==> src/rtl/pmi_pkg.sv <==
package pmi_pkg;
  localparam int ADDR_W = 2;
  localparam int DATA_W = 8;
  localparam logic [ADDR_W-1:0] ADDR_STATUS = 2'd0;
  localparam logic [ADDR_W-1:0] ADDR_ENABLE = 2'd1;
  localparam int NUM_ST    = 3;
  localparam int ST_CHANGE = 0;
  localparam int ST_HOST   = 1;
  localparam int ST_INTL   = 2;
  localparam int NUM_EN    = 2;
  localparam int EN_CHANGE = 0;
  localparam int EN_DONE   = 1;
endpackage

==> src/rtl/pmi_poll_shadow.sv <==
module pmi_poll_shadow #(
  parameter int W = 16
) (
  input  logic         clk,
  input  logic         rst_n,
  input  logic         poll_valid,
  input  logic [W-1:0] poll_data,
  input  logic         method,
  output logic         change_evt
);
  logic [W-1:0] shadow_q;
  logic         method_q;
  logic         pending_q;
  logic         method_chg;

  assign method_chg = (method != method_q);

  always_ff @(posedge clk or negedge rst_n) begin
    if (!rst_n) begin
      shadow_q  <= '0;
      method_q  <= 1'b0;
      pending_q <= 1'b1;
    end else begin
      method_q <= method;
      if (poll_valid) begin
        shadow_q  <= poll_data;
        pending_q <= 1'b0;
      end else if (method_chg) begin
        shadow_q  <= '0;
        pending_q <= 1'b1;
      end
    end
  end

  assign change_evt = poll_valid && !pending_q && !method_chg &&
                      (poll_data != shadow_q);

  // a lone method switch means the next cycle cannot report a change
  assert_switch_quiet_R2: assert property (@(posedge clk) disable iff (!rst_n)
    (method_chg && !poll_valid) |=> !change_evt);

  // a word matching the stored copy never reports a change
  assert_equal_quiet_R3: assert property (@(posedge clk) disable iff (!rst_n)
    (poll_valid && poll_data == shadow_q) |-> !change_evt);

  // shadow tracks the last accepted word
  assert_shadow_load_R3: assert property (@(posedge clk) disable iff (!rst_n)
    poll_valid |=> (shadow_q == $past(poll_data)));
endmodule

==> src/rtl/pmi_w1c_bits.sv <==
module pmi_w1c_bits #(
  parameter int N = 3
) (
  input  logic         clk,
  input  logic         rst_n,
  input  logic [N-1:0] set,
  input  logic [N-1:0] clr,
  output logic [N-1:0] q
);
  for (genvar i = 0; i < N; i++) begin : g_bit
    always_ff @(posedge clk or negedge rst_n) begin
      if (!rst_n)      q[i] <= 1'b0;
      else if (set[i]) q[i] <= 1'b1;
      else if (clr[i]) q[i] <= 1'b0;
    end

    // a set event always leaves the bit at 1
    assert_set_wins_R6: assert property (@(posedge clk) disable iff (!rst_n)
      set[i] |=> q[i]);

    // a clear without a set empties the bit
    assert_clear_R5: assert property (@(posedge clk) disable iff (!rst_n)
      (clr[i] && !set[i]) |=> !q[i]);

    // with neither event the bit holds
    assert_hold_R5: assert property (@(posedge clk) disable iff (!rst_n)
      (!clr[i] && !set[i]) |=> (q[i] == $past(q[i])));
  end
endmodule

==> src/rtl/pmi_irq_gate.sv <==
module pmi_irq_gate
  import pmi_pkg::*;
(
  input  logic [NUM_ST-1:0] status,
  input  logic [NUM_EN-1:0] enable,
  output logic              irq
);
  logic change_req;
  logic done_req;

  assign change_req = status[ST_CHANGE] & enable[EN_CHANGE];
  assign done_req   = (status[ST_HOST] | status[ST_INTL]) & enable[EN_DONE];
  assign irq        = change_req | done_req;

  // nothing pending means no request
  always_comb begin
    assert_no_source_R7: assert (!(status == '0 && irq));
  end
endmodule

==> src/rtl/phy_mgmt_irq_monitor.sv <==
module phy_mgmt_irq_monitor
  import pmi_pkg::*;
#(
  parameter int POLL_W = 16
) (
  input  logic              clk,
  input  logic              hard_rst_n,
  input  logic              soft_rst,
  input  logic              stop,
  input  logic              op_done,
  input  logic              op_internal,
  input  logic              poll_valid,
  output logic              poll_ready,
  input  logic [POLL_W-1:0] poll_data,
  input  logic              poll_method,
  input  logic              reg_wr,
  input  logic [ADDR_W-1:0] reg_addr,
  input  logic [DATA_W-1:0] reg_wdata,
  output logic [DATA_W-1:0] reg_rdata,
  output logic              irq
);
  logic              change_evt;
  logic [NUM_ST-1:0] st_set;
  logic [NUM_ST-1:0] st_clr;
  logic [NUM_ST-1:0] st_q;
  logic [NUM_EN-1:0] en_q;
  logic              wr_status;
  logic              wr_enable;
  logic              unused_inputs;

  assign poll_ready = 1'b1;
  assign unused_inputs = ^{reg_wdata[DATA_W-1:NUM_ST], soft_rst, stop};

  pmi_poll_shadow #(.W(POLL_W)) u_shadow (
    .clk       (clk),
    .rst_n     (hard_rst_n),
    .poll_valid(poll_valid),
    .poll_data (poll_data),
    .method    (poll_method),
    .change_evt(change_evt)
  );

  assign wr_status = reg_wr && (reg_addr == ADDR_STATUS);
  assign wr_enable = reg_wr && (reg_addr == ADDR_ENABLE);

  always_comb begin
    st_set = '0;
    st_set[ST_CHANGE] = change_evt;
    st_set[ST_HOST]   = op_done && !op_internal;
    st_set[ST_INTL]   = op_done && op_internal;
  end

  assign st_clr = wr_status ? reg_wdata[NUM_ST-1:0] : '0;

  pmi_w1c_bits #(.N(NUM_ST)) u_status (
    .clk  (clk),
    .rst_n(hard_rst_n),
    .set  (st_set),
    .clr  (st_clr),
    .q    (st_q)
  );

  always_ff @(posedge clk or negedge hard_rst_n) begin
    if (!hard_rst_n)    en_q <= '0;
    else if (wr_enable) en_q <= reg_wdata[NUM_EN-1:0];
  end

  always_comb begin
    case (reg_addr)
      ADDR_STATUS: reg_rdata = DATA_W'(st_q);
      ADDR_ENABLE: reg_rdata = DATA_W'(en_q);
      default:     reg_rdata = '0;
    endcase
  end

  pmi_irq_gate u_gate (
    .status(st_q),
    .enable(en_q),
    .irq   (irq)
  );

  // soft reset or stop with no other activity leaves every bit in place
  assert_soft_immune_R8: assert property (@(posedge clk) disable iff (!hard_rst_n)
    ((soft_rst || stop) && !reg_wr && !op_done && !poll_valid) |=>
      (st_q == $past(st_q) && en_q == $past(en_q)));

  // a host completion never touches the internal flag on its own
  assert_host_route_R4: assert property (@(posedge clk) disable iff (!hard_rst_n)
    (op_done && !op_internal && !wr_status) |=> (st_q[ST_INTL] == $past(st_q[ST_INTL])));

  // with both enables off the request stays low
  assert_irq_gating_R7: assert property (@(posedge clk) disable iff (!hard_rst_n)
    (en_q == '0) |-> !irq);
endmodule

==> config.mk <==
export PLATFORM = sky130hd
export DESIGN_NAME = phy_mgmt_irq_monitor
export DESIGN_NICKNAME = d
export VERILOG_FILES = /design/src/rtl/pmi_pkg.sv /design/src/rtl/pmi_poll_shadow.sv /design/src/rtl/pmi_w1c_bits.sv /design/src/rtl/pmi_irq_gate.sv /design/src/rtl/phy_mgmt_irq_monitor.sv
export SDC_FILE = /design/constraint.sdc
export NUM_CORES = 1
export LEC_CHECK = 0
export BUFFER_PORTS_ARGS = -buffer_cell sky130_fd_sc_hd__buf_2
export CAP_MARGIN = 20
export CORE_UTILIZATION = 42
export DETAILED_ROUTE_END_ITERATION = 16
export PLACE_DENSITY = 0.74
export SLEW_MARGIN = 20
export SYNTH_ARGS = -nofsm -noshare
export SYNTH_HDL_FRONTEND = slang
export SYNTH_SLANG_ARGS = --single-unit
==> constraint.sdc <==
create_clock -name clk -period 1.35 [get_ports clk]
set_clock_uncertainty 0.1 [all_clocks]
set_input_delay 0 -clock clk [delete_from_list [all_inputs] [get_ports clk]]
set_output_delay 0 -clock clk [all_outputs]
set_load 0.005 [all_outputs]
# [Word-level counts from Yosys, hierarchy flattened]
# Index checks and enable logic that the tools add are counted.
[word_totals] ff_bits=23 out_inout_bits=10 input_bits=35 wordCells=41
[op_classes] mux=12 reduce_logical=15 eq_ne=3 bitwise_logic=4
[ops] operator="2-to-1 mux 16 bit" count=2
[ops] operator="!= test 16 bit" count=1
[ops] operator="2-to-1 mux 1 bit" count=8
[ops] operator="nonzero test 2 bit" count=4
[ops] operator="logical AND 1 bit" count=7
[ops] operator="case mux 3 bit (2 select lines)" count=1
[ops] operator="zero test 1 bit" count=3
[ops] operator="2-to-1 mux 3 bit" count=1
[ops] operator="bitwise AND 1 bit" count=2
[ops] operator="equality test 2 x 1 -> 1 bit (second input constant)" count=1
[ops] operator="zero test 2 bit" count=1
[ops] operator="OR 1 bit" count=2
[ops] operator="!= test 1 bit" count=1

# [Depth between registers and ports, before layout]
[logic_depth] depth_word=5 depth_mapped=4 ltp_nobuf=4

# [Cells and area by module]
# Synthesis repeated with hierarchy kept, for this count alone.
[hier_totals] cells_unflattened=99 area_unflattened_um2=1156.1
[by_module_without_submodules] mod="pmi_poll_shadow" seq_area_each_um2=451.7 area_each_um2=833.3 cells_per_inst=63 n_inst=1
[by_module_without_submodules] mod="phy_mgmt_irq_monitor" seq_area_each_um2=50.0 area_each_um2=201.4 cells_per_inst=24 n_inst=1
[by_module_without_submodules] mod="pmi_w1c_bits" seq_area_each_um2=75.1 area_each_um2=108.9 cells_per_inst=9 n_inst=1
[by_module_without_submodules] mod="pmi_irq_gate" seq_area_each_um2=0.0 area_each_um2=12.5 cells_per_inst=3 n_inst=1

# [Worst setup path after synthesis]
# No wires, ideal clock.
[synth_path] path_type="register to register" from="register u_shadow.shadow_q[12]" to="register u_status.q[0]" path_buffers=0 stages_incl_launch_ff=5 setup_time_ns=0.122 arrival_time_ns=1.131 synth_period_minus_slack_ns=1.352 required_ns=1.128 path_slack_ns=-0.002 cell_sequence="dfrtp_1 xor2_1 nor4_1 nand4_1 a32o_1"
[synth_via] elab_chain_cells=3 word_cells_on_any_way=4 cone_classes="eq/ne: 1; mux: 1; reduce/logical: 2"
[synth_lines] item="start: declaration" line="pmi_poll_shadow.sv:11" rtl="logic [W-1:0] shadow_q;"
[synth_lines] item="start signal: assignment" line="pmi_poll_shadow.sv:26" rtl="shadow_q <= poll_data;"
[synth_lines] item="!= test 16 bit (*)" line="pmi_poll_shadow.sv:36" rtl="(poll_data != shadow_q);"
[synth_lines] item="logical AND 1 bit (*)" line="pmi_poll_shadow.sv:35" rtl="assign change_evt = poll_valid && !pending_q && !method_chg &&"
[synth_lines] item="2-to-1 mux 1 bit / nonzero test 2 bit (equally long branches)"
[synth_lines] item="end signal: indexed assignment" line="pmi_w1c_bits.sv:12" rtl="if (!rst_n) q[i] <= 1'b0;"
[synth_lines] item="end signal: indexed assignment" line="pmi_w1c_bits.sv:13" rtl="else if (set[i]) q[i] <= 1'b1;"
[synth_lines] item="end signal: indexed assignment" line="pmi_w1c_bits.sv:14" rtl="else if (clr[i]) q[i] <= 1'b0;"
[synth_lines] item="end: declaration" line="pmi_w1c_bits.sv:8" rtl="output logic [N-1:0] q"
# Mark *: on every way between the ends. The rest lies on a longest branch, timed or not.
# A chain may end at the register's enable or synchronous reset.

# [Final worst setup path]
[layout_path] from="register u_shadow.shadow_q[15]" to="register u_status.q[0]"
# The elaborated chain is that of the path after synthesis.

==> results.md <==
* Outcome: finished with violations
* Failing checks: negative hold slack, negative setup slack
* Final wirelength at 2.254 mm
* Post-detail-place hpwl at 1.503 mm
* Largest net degree at the start of global routing at 24
* Simple-gate share of the synthesized area at 8.824%
* Die Y at 53.32 um
* Peak supply drop at 0.0006655 V
* Worst endpoint data arrival time at 1.61 ns
* Worst hold-check path type: in2reg
* Compound-Gate Fraction of Synth Area at 15.38%
* Core box area at 0.002477 mm2
* Synth area leaders: dfrtp_1, xor2_1, a22o_1
* R2r setup slk at -0.16 ns
* Cells after Synth at 95
* Setup CP Type: reg2reg
* Post-layout util at 65.40%
* Met2 Wirelength at 1.137 mm
* First-pass DRT Iterations at 4
* Clock Sinks at 23
* R2R Path Start: u_shadow.shadow_q[15]
* Die width at 53.32 um
* Area leader, netlist: dfrtp_1
* Final Max Tran Viols at 0
* Final Instance Count excl. Fillers at 186
* Syn_area_per_cell at 11.64 um2
* Vias per std cell at 4.925
* Placed cells at 153
* Nets at 192
* H-tree Lvls at 1
* Initial core utilization at 44.65%
* Hold path depth at 5
* Critical path launch point type: register
* CP Max Fanout at 2
* Final Hold Viols at 1
* Seq. cell area at 576.8 um2
* Average wire per standard cell at 12.12 um
* Adder-Cell Fraction of Synth Area at 0%
* Maxcap violations at 0
* Fmax at 664.0 MHz
* Power Density at 902.9 mW/mm2
* Met3 WL at 72 um
* Met1 wire length at 1.032 mm
* Fillers at 196
* Share of layout cells above drive strength 1 at 30.77%
* R2R depth at 4
* GRT Util Overall at 18.55%
* Clk buf depth at 2
* CP Launch Point: u_shadow.shadow_q[15]
* Antenna Cells at 0
* Fin crit period at 1.506 ns
* CP endpoint kind: register
* Largest family of logic cells by synthesized area: compound AO/OA/AOI/OAI gates
* Post-synthesis mux area share at 3.846%
* Unique masters post-synth at 21
* Clk slew on worst S/H paths at 0.13 ns
* Antenna Nets Post-Route at 0
* Worst hold start: reg_addr[1]
* TritonCTS clock tree: yes
* # setup viols final at 1
* DR vias at 916
* CTS Root Cell: clkbuf_4
* Seq/Total Area, Yosys at 52.15%
* Port-buffer cells at 31
* Multi-input logic area at 506.7 um2
* IO Pins at 45
* First-pass GRT wire length at 3.781 mm
* Site row count at 18
* RSZ-0062 raised after global routing: true
* Final worst-path cycle share at 111.6%
* Post-Synth XOR/XNOR Area at 13.46%
* Synthesis Warnings at 0
* Synth-to-layout area growth at 46.49%
* Routability-driven placement congestion ratio at 0.6703
* Total congestion overflow at 0
* Post-Synthesis Cell Area at 0.001106 mm2
* Final worst slack at -0.1560 ns
* Number of synthesized register bits at 23
* Setup TNS at -0.1560 ns
* Hold EP: u_status.q[1]
* P_leak at 0.7810 nW
* Initial antenna violation count at 0
* Vias in the first global route at 892
* WP data required at 1.45 ns
* R2r endpoint: u_status.q[0]
* CTS Buf Count at 3
* Clk Latency, worst-skew pair at 0.31 ns
* Top-area cell type share of the netlist area at 49.77%
* Dpl ws at -0.2088 ns
* DR DRC count at 0
* Top Metal Used: met4
* Die area at 0.002842 mm2
* Initial DRC Count at 10
* Hold Slack at -0.006267 ns
==> flip-flops by register name, summed over array words and instances, names as in the netlist <==
| signal | flops |
|---|---|
| u_shadow.method_q | 1 |
| en_q | 2 |
| u_status.q | 3 |
| u_shadow.shadow_q | 16 |
| u_shadow.pending_q | 1 |
==> stage by stage <==
| stage | power, mW | cell area (um2) | hold slack (ns) |
|---|---|---|---|
| 2_1_floorplan | 0.9664 | 1121 | -0.3956 |
| 3_3_place_gp | 1.063 | 1270 | -0.1099 |
| 3_5_place_dp | 1.075 | 1270 | -0.1025 |
| 4_1_cts | 1.462 | 1588 | 0.0004893 |
| 5_1_grt | 1.560 | 1620 | 0.03738 |
| 6_report | 1.463 | 1620 | -0.006267 |
==> metal layers <==
| layer | track usage [%] | vias up |
|---|---|---|
| met5 | 0 | - |
| met4 | 5.263 | 0 |
| met3 | 2.586 | 2 |
| met2 | 33.96 | 29 |
| met1 | 22.16 | 434 |
| li1 | - | 451 |
==> cells by family after synthesis <==
kind of cell	count (synthesis)
flip-flops	23
AO/OA/AOI/OAI	20
AND/OR/NAND/NOR	19
XOR/XNOR	17
buffers and inverters	10
multiplexers	4
other	2
==> synth_stat cells, drive strengths merged <==
cell type / count
nor3b: 2
o21ai: 2
a22o: 17
xor2: 17
nor2: 5
mux2: 2
dfstp: 1
nor4: 4
a32o: 1
nand2: 6
mux2i: 2
dfrtp: 22
nand4: 1
conb: 2
inv: 1
nand3b: 1
buf: 9
==> worst max-delay path by stage <==
| stage | to | slack, ns |
|---|---|---|
| 3_3_place_gp | u_status.q[0] | -0.15 |
| 3_5_place_dp | u_status.q[0] | -0.21 |
| 2_1_floorplan | u_status.q[0] | 0.01 |
| 4_1_cts | u_status.q[0] | -0.15 |
| 6_report | u_status.q[0] | -0.16 |
| 5_1_grt | u_status.q[0] | -0.25 |
==> placed cells by master (no fill, tap or decap), drive strengths merged <==
cell type    count
nand3b           1
nand4            1
nor3b            2
clkinvlp         1
clkbuf           3
a22o            17
dfrtp           22
a32o             1
xor2            17
o21ai            2
mux2             2
conb             6
nor4             4
mux2i            2
inv              1
nor2             5
nand2            6
dlygate4sd3     26
dfstp            1
buf             36
==> worst max-delay path: stages (launching register included) <==
cell	delay (ns)
dfrtp_1	0.41
xor2_1	0.16
nor4_2	0.31
nand4_1	0.14
a32o_1	0.28
==> timing repair <==
item                                    4_1_cts  5_1_grt
pin swaps                                     3        5
gates cloned                                  0        0
setup buffers                                 0        3
hold buffers                                 27        0
hold endpoints to repair                     46        0
endpoints found under the setup margin       17       18
resized for setup                             3        1
==> where the power goes <==
| group | total [mW] | switching [mW] | internal, mW |
|---|---|---|---|
| registers | 0.803 | 0.0474 | 0.755 |
| clock network | 0.312 | 0.200 | 0.113 |
| logic | 0.348 | 0.147 | 0.200 |
==> cell type report <==
type | count | share of cell area (%)
timing repair buffer | 62 | 28.73
sequential | 23 | 35.60
clock buffer | 3 | 1.390
tap | 30 | 2.317
clock inverter | 1 | 0.4633
inverter | 1 | 0.2317
multi-input combinational | 66 | 31.27
Power figures use the tool's default switching activity.
